## config.mk

```make
export PLATFORM = sky130hd
export DESIGN_NAME = insn_decoder
export DESIGN_NICKNAME = d
export VERILOG_FILES = /design/src/rtl/insn_dec_pkg.sv /design/src/rtl/insn_fields.sv /design/src/rtl/insn_ctrl.sv /design/src/rtl/insn_imm_gen.sv /design/src/rtl/insn_decoder.sv
export SDC_FILE = /design/constraint.sdc
export NUM_CORES = 1
export LEC_CHECK = 0
export ABC_CLOCK_PERIOD_IN_PS = 10400
export BUFFER_PORTS_ARGS = -buffer_cell sky130_fd_sc_hd__buf_4
export CORE_AREA = 2 2 88 90
export DETAILED_ROUTE_END_ITERATION = 6
export DIE_AREA = 0 0 90 92
export PLACE_DENSITY = 0.83
export SLEW_MARGIN = 20
export SYNTH_ARGS = -nofsm -noshare
export SYNTH_HDL_FRONTEND = slang
export SYNTH_SLANG_ARGS = --single-unit
```

## constraint.sdc

```tcl
create_clock -name vclk -period 10.4
set_input_delay 2.08 -clock vclk [all_inputs]
set_output_delay 2.08 -clock vclk [all_outputs]
set_load 0.01 [all_outputs]
```

## src/rtl/insn_dec_pkg.sv

```systemverilog
package insn_dec_pkg;

    localparam int XLEN    = 32;
    localparam int RADDR_W = 5;
    localparam int OPC_W   = 6;
    localparam int FUNCT_W = 6;
    localparam int IMM_W   = 16;
    localparam int TGT_W   = XLEN - OPC_W;
    localparam int SEG_W   = XLEN - TGT_W - 2;
    localparam logic [RADDR_W-1:0] LINK_REG = '1;

    localparam logic [OPC_W-1:0] OPC_RTYPE = 6'd0;
    localparam logic [OPC_W-1:0] OPC_J     = 6'd2;
    localparam logic [OPC_W-1:0] OPC_JAL   = 6'd3;
    localparam logic [OPC_W-1:0] OPC_BEQ   = 6'd4;
    localparam logic [OPC_W-1:0] OPC_BNE   = 6'd5;
    localparam logic [OPC_W-1:0] OPC_ADDI  = 6'd8;
    localparam logic [OPC_W-1:0] OPC_SLTI  = 6'd10;
    localparam logic [OPC_W-1:0] OPC_ORI   = 6'd13;
    localparam logic [OPC_W-1:0] OPC_LUI   = 6'd15;
    localparam logic [OPC_W-1:0] OPC_LB    = 6'd32;
    localparam logic [OPC_W-1:0] OPC_LH    = 6'd33;
    localparam logic [OPC_W-1:0] OPC_LW    = 6'd35;
    localparam logic [OPC_W-1:0] OPC_LBU   = 6'd36;
    localparam logic [OPC_W-1:0] OPC_LHU   = 6'd37;
    localparam logic [OPC_W-1:0] OPC_SB    = 6'd40;
    localparam logic [OPC_W-1:0] OPC_SH    = 6'd41;
    localparam logic [OPC_W-1:0] OPC_SW    = 6'd43;

    localparam logic [FUNCT_W-1:0] FN_JR  = 6'd8;
    localparam logic [FUNCT_W-1:0] FN_ADD = 6'd32;
    localparam logic [FUNCT_W-1:0] FN_SUB = 6'd34;
    localparam logic [FUNCT_W-1:0] FN_SLT = 6'd42;

    typedef enum logic [2:0] {
        ALU_ADD = 3'd0, ALU_SUB = 3'd1, ALU_SLT = 3'd2, ALU_OR = 3'd3, ALU_PASSB = 3'd4
    } alu_op_e;

    typedef enum logic [1:0] { SZ_BYTE = 2'd0, SZ_HALF = 2'd1, SZ_WORD = 2'd2 } mem_size_e;
    typedef enum logic [1:0] { BR_NONE = 2'd0, BR_EQ = 2'd1, BR_NE = 2'd2 } branch_e;
    typedef enum logic [1:0] { JMP_NONE = 2'd0, JMP_DIRECT = 2'd1, JMP_REG = 2'd2 } jump_e;
    typedef enum logic [1:0] { IMM_SEXT = 2'd0, IMM_ZEXT = 2'd1, IMM_UPPER = 2'd2 } imm_kind_e;
    typedef enum logic [1:0] { DST_NONE = 2'd0, DST_RD = 2'd1, DST_RT = 2'd2, DST_LINK = 2'd3 } dst_sel_e;

    typedef struct packed {
        logic [OPC_W-1:0]   opcode;
        logic [RADDR_W-1:0] rs;
        logic [RADDR_W-1:0] rt;
        logic [RADDR_W-1:0] rd;
        logic [RADDR_W-1:0] shamt;
        logic [FUNCT_W-1:0] funct;
        logic [IMM_W-1:0]   imm16;
        logic [TGT_W-1:0]   tgt26;
    } fields_t;

    typedef struct packed {
        alu_op_e   alu_op;
        logic      alu_src_imm;
        logic      mem_rd;
        logic      mem_wr;
        mem_size_e mem_size;
        logic      mem_unsigned;
        branch_e   branch;
        jump_e     jump;
        dst_sel_e  dst_sel;
        imm_kind_e imm_kind;
        logic      illegal;
    } ctrl_t;

    function automatic logic [XLEN-1:0] sext_imm(input logic [IMM_W-1:0] v);
        return {{(XLEN-IMM_W){v[IMM_W-1]}}, v};
    endfunction

endpackage

```

## src/rtl/insn_fields.sv

```systemverilog
module insn_fields
    import insn_dec_pkg::*;
(
    input  logic [XLEN-1:0] insn_i,
    output fields_t         fields_o
);
    localparam int RS_LSB = XLEN - OPC_W - RADDR_W;
    localparam int RT_LSB = RS_LSB - RADDR_W;
    localparam int RD_LSB = RT_LSB - RADDR_W;
    localparam int SH_LSB = RD_LSB - RADDR_W;

    always_comb begin
        fields_o.opcode = insn_i[XLEN-1 -: OPC_W];
        fields_o.rs     = insn_i[RS_LSB +: RADDR_W];
        fields_o.rt     = insn_i[RT_LSB +: RADDR_W];
        fields_o.rd     = insn_i[RD_LSB +: RADDR_W];
        fields_o.shamt  = insn_i[SH_LSB +: RADDR_W];
        fields_o.funct  = insn_i[FUNCT_W-1:0];
        fields_o.imm16  = insn_i[IMM_W-1:0];
        fields_o.tgt26  = insn_i[TGT_W-1:0];
    end
endmodule

```

## src/rtl/insn_ctrl.sv

```systemverilog
module insn_ctrl
    import insn_dec_pkg::*;
(
    input  logic [OPC_W-1:0]   opcode_i,
    input  logic [FUNCT_W-1:0] funct_i,
    output ctrl_t              ctrl_o
);
    always_comb begin
        ctrl_o              = '0;
        ctrl_o.alu_op       = ALU_ADD;
        ctrl_o.mem_size     = SZ_WORD;
        ctrl_o.branch       = BR_NONE;
        ctrl_o.jump         = JMP_NONE;
        ctrl_o.dst_sel      = DST_NONE;
        ctrl_o.imm_kind     = IMM_SEXT;
        unique case (opcode_i)
            OPC_RTYPE: begin
                unique case (funct_i)
                    FN_ADD: ctrl_o.dst_sel = DST_RD;
                    FN_SUB: begin ctrl_o.dst_sel = DST_RD; ctrl_o.alu_op = ALU_SUB; end
                    FN_SLT: begin ctrl_o.dst_sel = DST_RD; ctrl_o.alu_op = ALU_SLT; end
                    FN_JR:  ctrl_o.jump = JMP_REG;
                    default: ctrl_o.illegal = 1'b1;
                endcase
            end
            OPC_ADDI: begin ctrl_o.dst_sel = DST_RT; ctrl_o.alu_src_imm = 1'b1; end
            OPC_SLTI: begin
                ctrl_o.dst_sel = DST_RT; ctrl_o.alu_src_imm = 1'b1; ctrl_o.alu_op = ALU_SLT;
            end
            OPC_ORI: begin
                ctrl_o.dst_sel = DST_RT; ctrl_o.alu_src_imm = 1'b1;
                ctrl_o.alu_op = ALU_OR; ctrl_o.imm_kind = IMM_ZEXT;
            end
            OPC_LUI: begin
                ctrl_o.dst_sel = DST_RT; ctrl_o.alu_src_imm = 1'b1;
                ctrl_o.alu_op = ALU_PASSB; ctrl_o.imm_kind = IMM_UPPER;
            end
            OPC_LW, OPC_LH, OPC_LHU, OPC_LB, OPC_LBU: begin
                ctrl_o.dst_sel      = DST_RT;
                ctrl_o.alu_src_imm  = 1'b1;
                ctrl_o.mem_rd       = 1'b1;
                ctrl_o.mem_unsigned = (opcode_i == OPC_LHU) || (opcode_i == OPC_LBU);
                ctrl_o.mem_size     = (opcode_i == OPC_LW) ? SZ_WORD :
                                      ((opcode_i == OPC_LH) || (opcode_i == OPC_LHU)) ? SZ_HALF : SZ_BYTE;
            end
            OPC_SW, OPC_SH, OPC_SB: begin
                ctrl_o.alu_src_imm = 1'b1;
                ctrl_o.mem_wr      = 1'b1;
                ctrl_o.mem_size    = (opcode_i == OPC_SW) ? SZ_WORD :
                                     (opcode_i == OPC_SH) ? SZ_HALF : SZ_BYTE;
            end
            OPC_BEQ: begin ctrl_o.branch = BR_EQ; ctrl_o.alu_op = ALU_SUB; end
            OPC_BNE: begin ctrl_o.branch = BR_NE; ctrl_o.alu_op = ALU_SUB; end
            OPC_J:   ctrl_o.jump = JMP_DIRECT;
            OPC_JAL: begin ctrl_o.jump = JMP_DIRECT; ctrl_o.dst_sel = DST_LINK; end
            default: ctrl_o.illegal = 1'b1;
        endcase
    end
endmodule

```

## src/rtl/insn_imm_gen.sv

```systemverilog
module insn_imm_gen
    import insn_dec_pkg::*;
(
    input  logic [IMM_W-1:0] imm16_i,
    input  logic [TGT_W-1:0] tgt26_i,
    input  imm_kind_e        kind_i,
    input  logic [XLEN-1:0]  pc_i,
    output logic [XLEN-1:0]  imm_o,
    output logic [XLEN-1:0]  branch_tgt_o,
    output logic [XLEN-1:0]  jump_tgt_o,
    output logic [XLEN-1:0]  pc_plus4_o
);
    logic [XLEN-1:0] sext;

    always_comb begin
        sext = sext_imm(imm16_i);
        unique case (kind_i)
            IMM_ZEXT:  imm_o = {{(XLEN-IMM_W){1'b0}}, imm16_i};
            IMM_UPPER: imm_o = {imm16_i, {(XLEN-IMM_W){1'b0}}};
            default:   imm_o = sext;
        endcase
        pc_plus4_o   = pc_i + XLEN'(4);
        branch_tgt_o = pc_plus4_o + {sext[XLEN-3:0], 2'b00};
        jump_tgt_o   = {pc_plus4_o[XLEN-1 -: SEG_W], tgt26_i, 2'b00};
    end
endmodule

```

## src/rtl/insn_decoder.sv

```systemverilog
module insn_decoder
    import insn_dec_pkg::*;
(
    input  logic [31:0] insn_i,
    input  logic [31:0] pc_i,
    output logic [4:0]  rs_addr_o,
    output logic [4:0]  rt_addr_o,
    output logic [4:0]  shamt_o,
    output logic [4:0]  dest_addr_o,
    output logic        reg_we_o,
    output logic [2:0]  alu_op_o,
    output logic        alu_src_imm_o,
    output logic        mem_rd_o,
    output logic        mem_wr_o,
    output logic [1:0]  mem_size_o,
    output logic        mem_unsigned_o,
    output logic [1:0]  branch_o,
    output logic [1:0]  jump_o,
    output logic        link_o,
    output logic        illegal_o,
    output logic [31:0] imm_o,
    output logic [31:0] branch_tgt_o,
    output logic [31:0] jump_tgt_o,
    output logic [31:0] pc_plus4_o
);
    fields_t f;
    ctrl_t   c;

    insn_fields u_fields (.insn_i(insn_i), .fields_o(f));

    insn_ctrl u_ctrl (.opcode_i(f.opcode), .funct_i(f.funct), .ctrl_o(c));

    insn_imm_gen u_imm (
        .imm16_i      (f.imm16),
        .tgt26_i      (f.tgt26),
        .kind_i       (c.imm_kind),
        .pc_i         (pc_i),
        .imm_o        (imm_o),
        .branch_tgt_o (branch_tgt_o),
        .jump_tgt_o   (jump_tgt_o),
        .pc_plus4_o   (pc_plus4_o)
    );

    always_comb begin
        rs_addr_o      = f.rs;
        rt_addr_o      = f.rt;
        shamt_o        = f.shamt;
        alu_op_o       = c.alu_op;
        alu_src_imm_o  = c.alu_src_imm;
        mem_rd_o       = c.mem_rd;
        mem_wr_o       = c.mem_wr;
        mem_size_o     = c.mem_size;
        mem_unsigned_o = c.mem_unsigned;
        branch_o       = c.branch;
        jump_o         = c.jump;
        illegal_o      = c.illegal;
        link_o         = (c.dst_sel == DST_LINK);
        unique case (c.dst_sel)
            DST_RD:   dest_addr_o = f.rd;
            DST_RT:   dest_addr_o = f.rt;
            DST_LINK: dest_addr_o = LINK_REG;
            default:  dest_addr_o = '0;
        endcase
        reg_we_o = (dest_addr_o != '0);
    end

    always_comb begin
        AST_MEM_EXCLUSIVE: assert (!(mem_rd_o && mem_wr_o));
        AST_STORE_NO_WRITE: assert (!mem_wr_o || !reg_we_o);
        AST_ILLEGAL_QUIET: assert (!illegal_o || (!reg_we_o && !mem_rd_o && !mem_wr_o
                                   && branch_o == 2'd0 && jump_o == 2'd0));
        AST_BRANCH_SUBTRACTS: assert (branch_o == 2'd0 || alu_op_o == 3'd1);
        AST_LINK_TO_R31: assert (!link_o || (jump_o == 2'd1 && dest_addr_o == 5'd31));
        AST_UPPER_LOW_CLEAR: assert (alu_op_o != 3'd4 || imm_o[15:0] == 16'h0);
    end
endmodule

```

* Word level (Yosys, flattened, before mapping)
Index checks and enable logic that the tools add are counted.
** Operators by class
- Equality and inequality tests :: 25
- Add/sub/neg operators :: 2
- Mux-type cells :: 21
- Reduce and logical (&&, ||, !) cells :: 13
** Operator list (count)
- equality test 6 bit, second input constant :: 11
- case mux 32 bit (2 select lines) :: 1
- adder 32 x 3 -> 32 bit, second input constant :: 1
- adder 32 bit :: 1
- equality test 6 x 4 -> 1 bit, second input constant :: 5
- case mux 2 bit (2 select lines) :: 5
- OR reduction 16 bit :: 1
- case mux 3 bit (5 select lines) :: 1
- case mux 5 bit (3 select lines) :: 1
- equality test 6 x 2 -> 1 bit, second input constant :: 2
- equality test 6 x 3 -> 1 bit, second input constant :: 2
- OR reduction 12 bit :: 1
- OR reduction 9 bit :: 1
- two-way mux 1 bit :: 8
- equality test 2 bit, second input constant :: 3
- logical NOT 6 bit :: 1
- two-way mux 2 bit :: 3
- case mux 2 bit (3 select lines) :: 1
- OR reduction 3 bit :: 2
- nonzero test 5 bit :: 1
- OR reduction 5 bit :: 1
- equality test 2 x 1 -> 1 bit, second input constant :: 2
- OR reduction 2 bit :: 2
- OR reduction 4 bit :: 1
- other kinds (2) :: 3
** Storage, ports and cells
- Register bits :: 0
- Input port bits :: 64

* Depth between registers and ports, before layout
- Word-level depth :: 7
- Depth in mapped cells :: 17

* By module
From an unflattened synthesis, not the netlist that was laid out.
** Unflattened totals
- Cells, all modules :: 541
- Area, all modules :: 3786.1 sq um
** By module, submodules not included
- insn_imm_gen :: times used 1, area an instance 2700.1 sq um, cells each 379, sequential area each 0.0 sq um
- insn_fields :: times used 1, area an instance 555.5 sq um, cells each 74, sequential area each 0.0 sq um
- insn_ctrl :: times used 1, area an instance 424.2 sq um, cells each 69, sequential area each 0.0 sq um
- insn_decoder :: times used 1, area an instance 106.4 sq um, cells each 19, sequential area each 0.0 sq um

* Least setup slack after synthesis
OpenSTA, ideal clock, no wires.
- Kind :: input port to output port
- Start point :: input port pc_i[2]
- End point :: output port branch_tgt_o[29]
- Path slack :: 3.048 ns
- Stages :: 17
- Buffers on the path :: 0
- Required time :: 8.320 ns
- Arrival :: 5.272 ns
- Path through :: ha_1 > nand2_1 > nor2_1 > and3_1 > nand2_1 > nor3_1 > nand4_1 > or2_2 > xnor2_1 > ha_1 > a21oi_1 > nor2_1 > o21a_1 > a21oi_1 > o31ai_2 > o41ai_1 > xnor2_1
** On the way
- Longest elaborated chain between the ends :: 2
** RTL lines
- start: declaration :: RTL line insn_decoder.sv:5 : input logic [31:0] pc_i,
- adder 32 x 3 -> 32 bit :: RTL line insn_imm_gen.sv:22 : pc_plus4_o = pc_i + XLEN'(4);
- net pc_plus4_o[24] :: RTL line insn_decoder.sv:24 : output logic [31:0] pc_plus4_o
- adder 32 bit :: RTL line insn_imm_gen.sv:23 : branch_tgt_o = pc_plus4_o + {sext[XLEN-3:0], 2'b00};
- end: declaration :: RTL line insn_decoder.sv:22 : output logic [31:0] branch_tgt_o,
The timed path passes the listed nets, and every way through them passes these cells.

* Worst setup path after layout
- Start point :: input port pc_i[2]
- End point :: output port branch_tgt_o[29]
** On the way
- Longest elaborated chain between the ends :: 2
** RTL lines (RTL line)
- adder 32 x 3 -> 32 bit :: insn_imm_gen.sv:22
- adder 32 bit :: insn_imm_gen.sv:23
Every way passes these cells.

==> flow_metrics.env <==
export IMPL_status="completed"
export IMPL_core_area_um2=7447
export IMPL_holdCritPathClass="primary input to output pin"
export IMPL_muxShareOfSynthArea_pct=0.7323
export IMPL_cap_violations=0
export IMPL_max_freq_mhz=126.3
export IMPL_die_w_um=90
export IMPL_antenna_found_initial=0
export IMPL_place_area_um2=4298
export IMPL_final_common_cell="buf_4"
export IMPL_row_count=32
export IMPL_cts_setup_buffers=0
export IMPL_fin_total_pwr_uw=265.1
export IMPL_io_pins=228
export IMPL_yosys_area_share_simple_pct=28.15
export IMPL_post_route_util_pct=57.75
export IMPL_synth_top_family_by_area="simple AND/OR/NAND/NOR gates"
export IMPL_nets=693
export IMPL_synth_seq_area_share_pct=0
export IMPL_grt_pass1_vias=3393
export IMPL_critical_path_class="primary input to output pin"
export IMPL_grt_pass1_wl_um=16180
export IMPL_setup_violations_final=0
export IMPL_die_h_um=92
export IMPL_grt_max_degree=22
export IMPL_synth_warnings=0
export IMPL_antenna_cells=0
export IMPL_clkbuf_count=0
export IMPL_dp_hpwl_um=8518
export IMPL_final_layout_size_suffix_gt1_share_pct=37.10
export IMPL_regArea_um2=0
export IMPL_final_cell_mix="buf_4 (205), nand2_1 (36), xnor2_1 (33), ha_1 (33), a21oi_1 (32)"
export IMPL_grt_usage_pct=22.59
export IMPL_final_period_utilization_pct=76.16
export IMPL_avgSynthCellArea_um2=6.804
export IMPL_grt_overflow_total=0
export IMPL_max_slew_margin_pct=39.30
export IMPL_place_congestion=0.8952
export IMPL_drt_wl_total_um=10040
export IMPL_cts_repair_resized=0
export IMPL_synth_distinct_cells=52
export IMPL_cts_hold_buf=0
export IMPL_via_count=3687
export IMPL_drt_iter0_drc=90
export IMPL_final_cell_area_um2=4300
export IMPL_postRouteAntennaNets=0
export IMPL_arrival_ns=5.84
export IMPL_finalHoldViolations=0
export IMPL_power_leakage_nw=2.213
export IMPL_vias_per_cell=5.305
export IMPL_worst_slew_pin_slew_ns=0.9105
export IMPL_synth_xor_area_share_pct=15.99
export IMPL_rsz0062_at_grt="no"
export IMPL_drc=0
export IMPL_dr_pass1_iters=4
export IMPL_finalMaxSlewViolations=0
export IMPL_port_buffers=205
export IMPL_startpoint_type="primary input"
export IMPL_die_area_um2=8280
export IMPL_wl_per_cell_um=14.44
export IMPL_fin_setup_tns_ns=0
export IMPL_initial_core_util_pct=41.30
export IMPL_syn_cell_area_um2=3075
export IMPL_synthAdderAreaFrac_pct=14.08
export IMPL_synth_compound_area_share_pct=24.29
export IMPL_ir_drop_v=0.00003499
export IMPL_critPathMaxFanout=7
export IMPL_fin_crit_ns=7.921
export IMPL_endpoint_kind="output pin"
export IMPL_nFlopsAndLatches=0
export IMPL_critPathRequiredTime_ns=8.32
export IMPL_synth_cells=452
export IMPL_p_per_area_nw_per_um2=61.64
export IMPL_syn2layout_area_growth_pct=39.83
## final timing paths
check,start,to,slack [ns],cells past startpoint
worst max-delay path,pc_i[2],branch_tgt_o[29],2.48,19
worst min-delay path,insn_i[24],jump_tgt_o[26],4.16,0
## through the flow
step	cells	hold slack, ns	setup slack, ns
after detailed placement	695	4.160	2.508
after CTS	695	4.160	2.506
after floorplan	453	4.210	3.048
after global routing	695	4.160	2.119
final	695	4.160	2.479
after global placement	695	4.160	2.656
## report_power, final
group | leakage (nW) | switching [mW] | internal, mW
sequential | 0 | 0 | 0
clock | 0 | 0 | 0
combinational | 2.21 | 0.135 | 0.130
## kinds of logic after synthesis
kind of cell / after synthesis
AOI/OAI and AO/OA: 114
xor gates and xnor gates: 54
adders and majority gates: 34
buffers and inverters: 82
muxes: 2
other: 1
and+or+nand+nor: 165
## worst max-delay path, cell delays in order
cell,delay (ns)
buf_4,0.10
ha_1,0.21
nand2_1,0.07
nor2_1,0.14
and3_1,0.24
nand2_1,0.13
nor3_1,0.41
nand4_1,0.24
or2_2,0.34
xnor2_1,0.23
ha_1,0.35
a21oi_1,0.19
nor2_1,0.06
o21a_1,0.16
a21oi_1,0.14
o31ai_2,0.12
o41ai_1,0.33
xnor2_1,0.16
buf_4,0.14
## cell usage after synthesis (11+ instances only)
master | n | share of area, %
nor2_1 | 30 | 3.7
nand2_1 | 36 | 4.4
xnor2_1 | 33 | 9.4
and2_1 | 20 | 4.1
a21o_1 | 27 | 6.6
ha_1 | 33 | 13
buf_4 | 51 | 12
nor3_1 | 11 | 1.8
nand3_1 | 20 | 3.3
inv_1 | 17 | 2.1
a21oi_1 | 32 | 5.2
o21ai_0 | 20 | 3.3
xor2_1 | 20 | 5.7
## layer usage
metal  vias up  global-route usage (%)  routed length [µm]
met3        13                   3.862                 701
met5         -                       0                   0
li1       1829                       -                   -
met4         0                   2.949                 138
met1      1700                   27.86                4147
met2       145                   42.04                5051
## final cells by class
class                      instances  area (µm²)
fill                             711        3147
inverter                          17       63.81
multi-input combinational        371        2570
tap                              102       127.6
timing repair buffer             205        1539
Note: power is estimated with default switching activity, not from simulation.
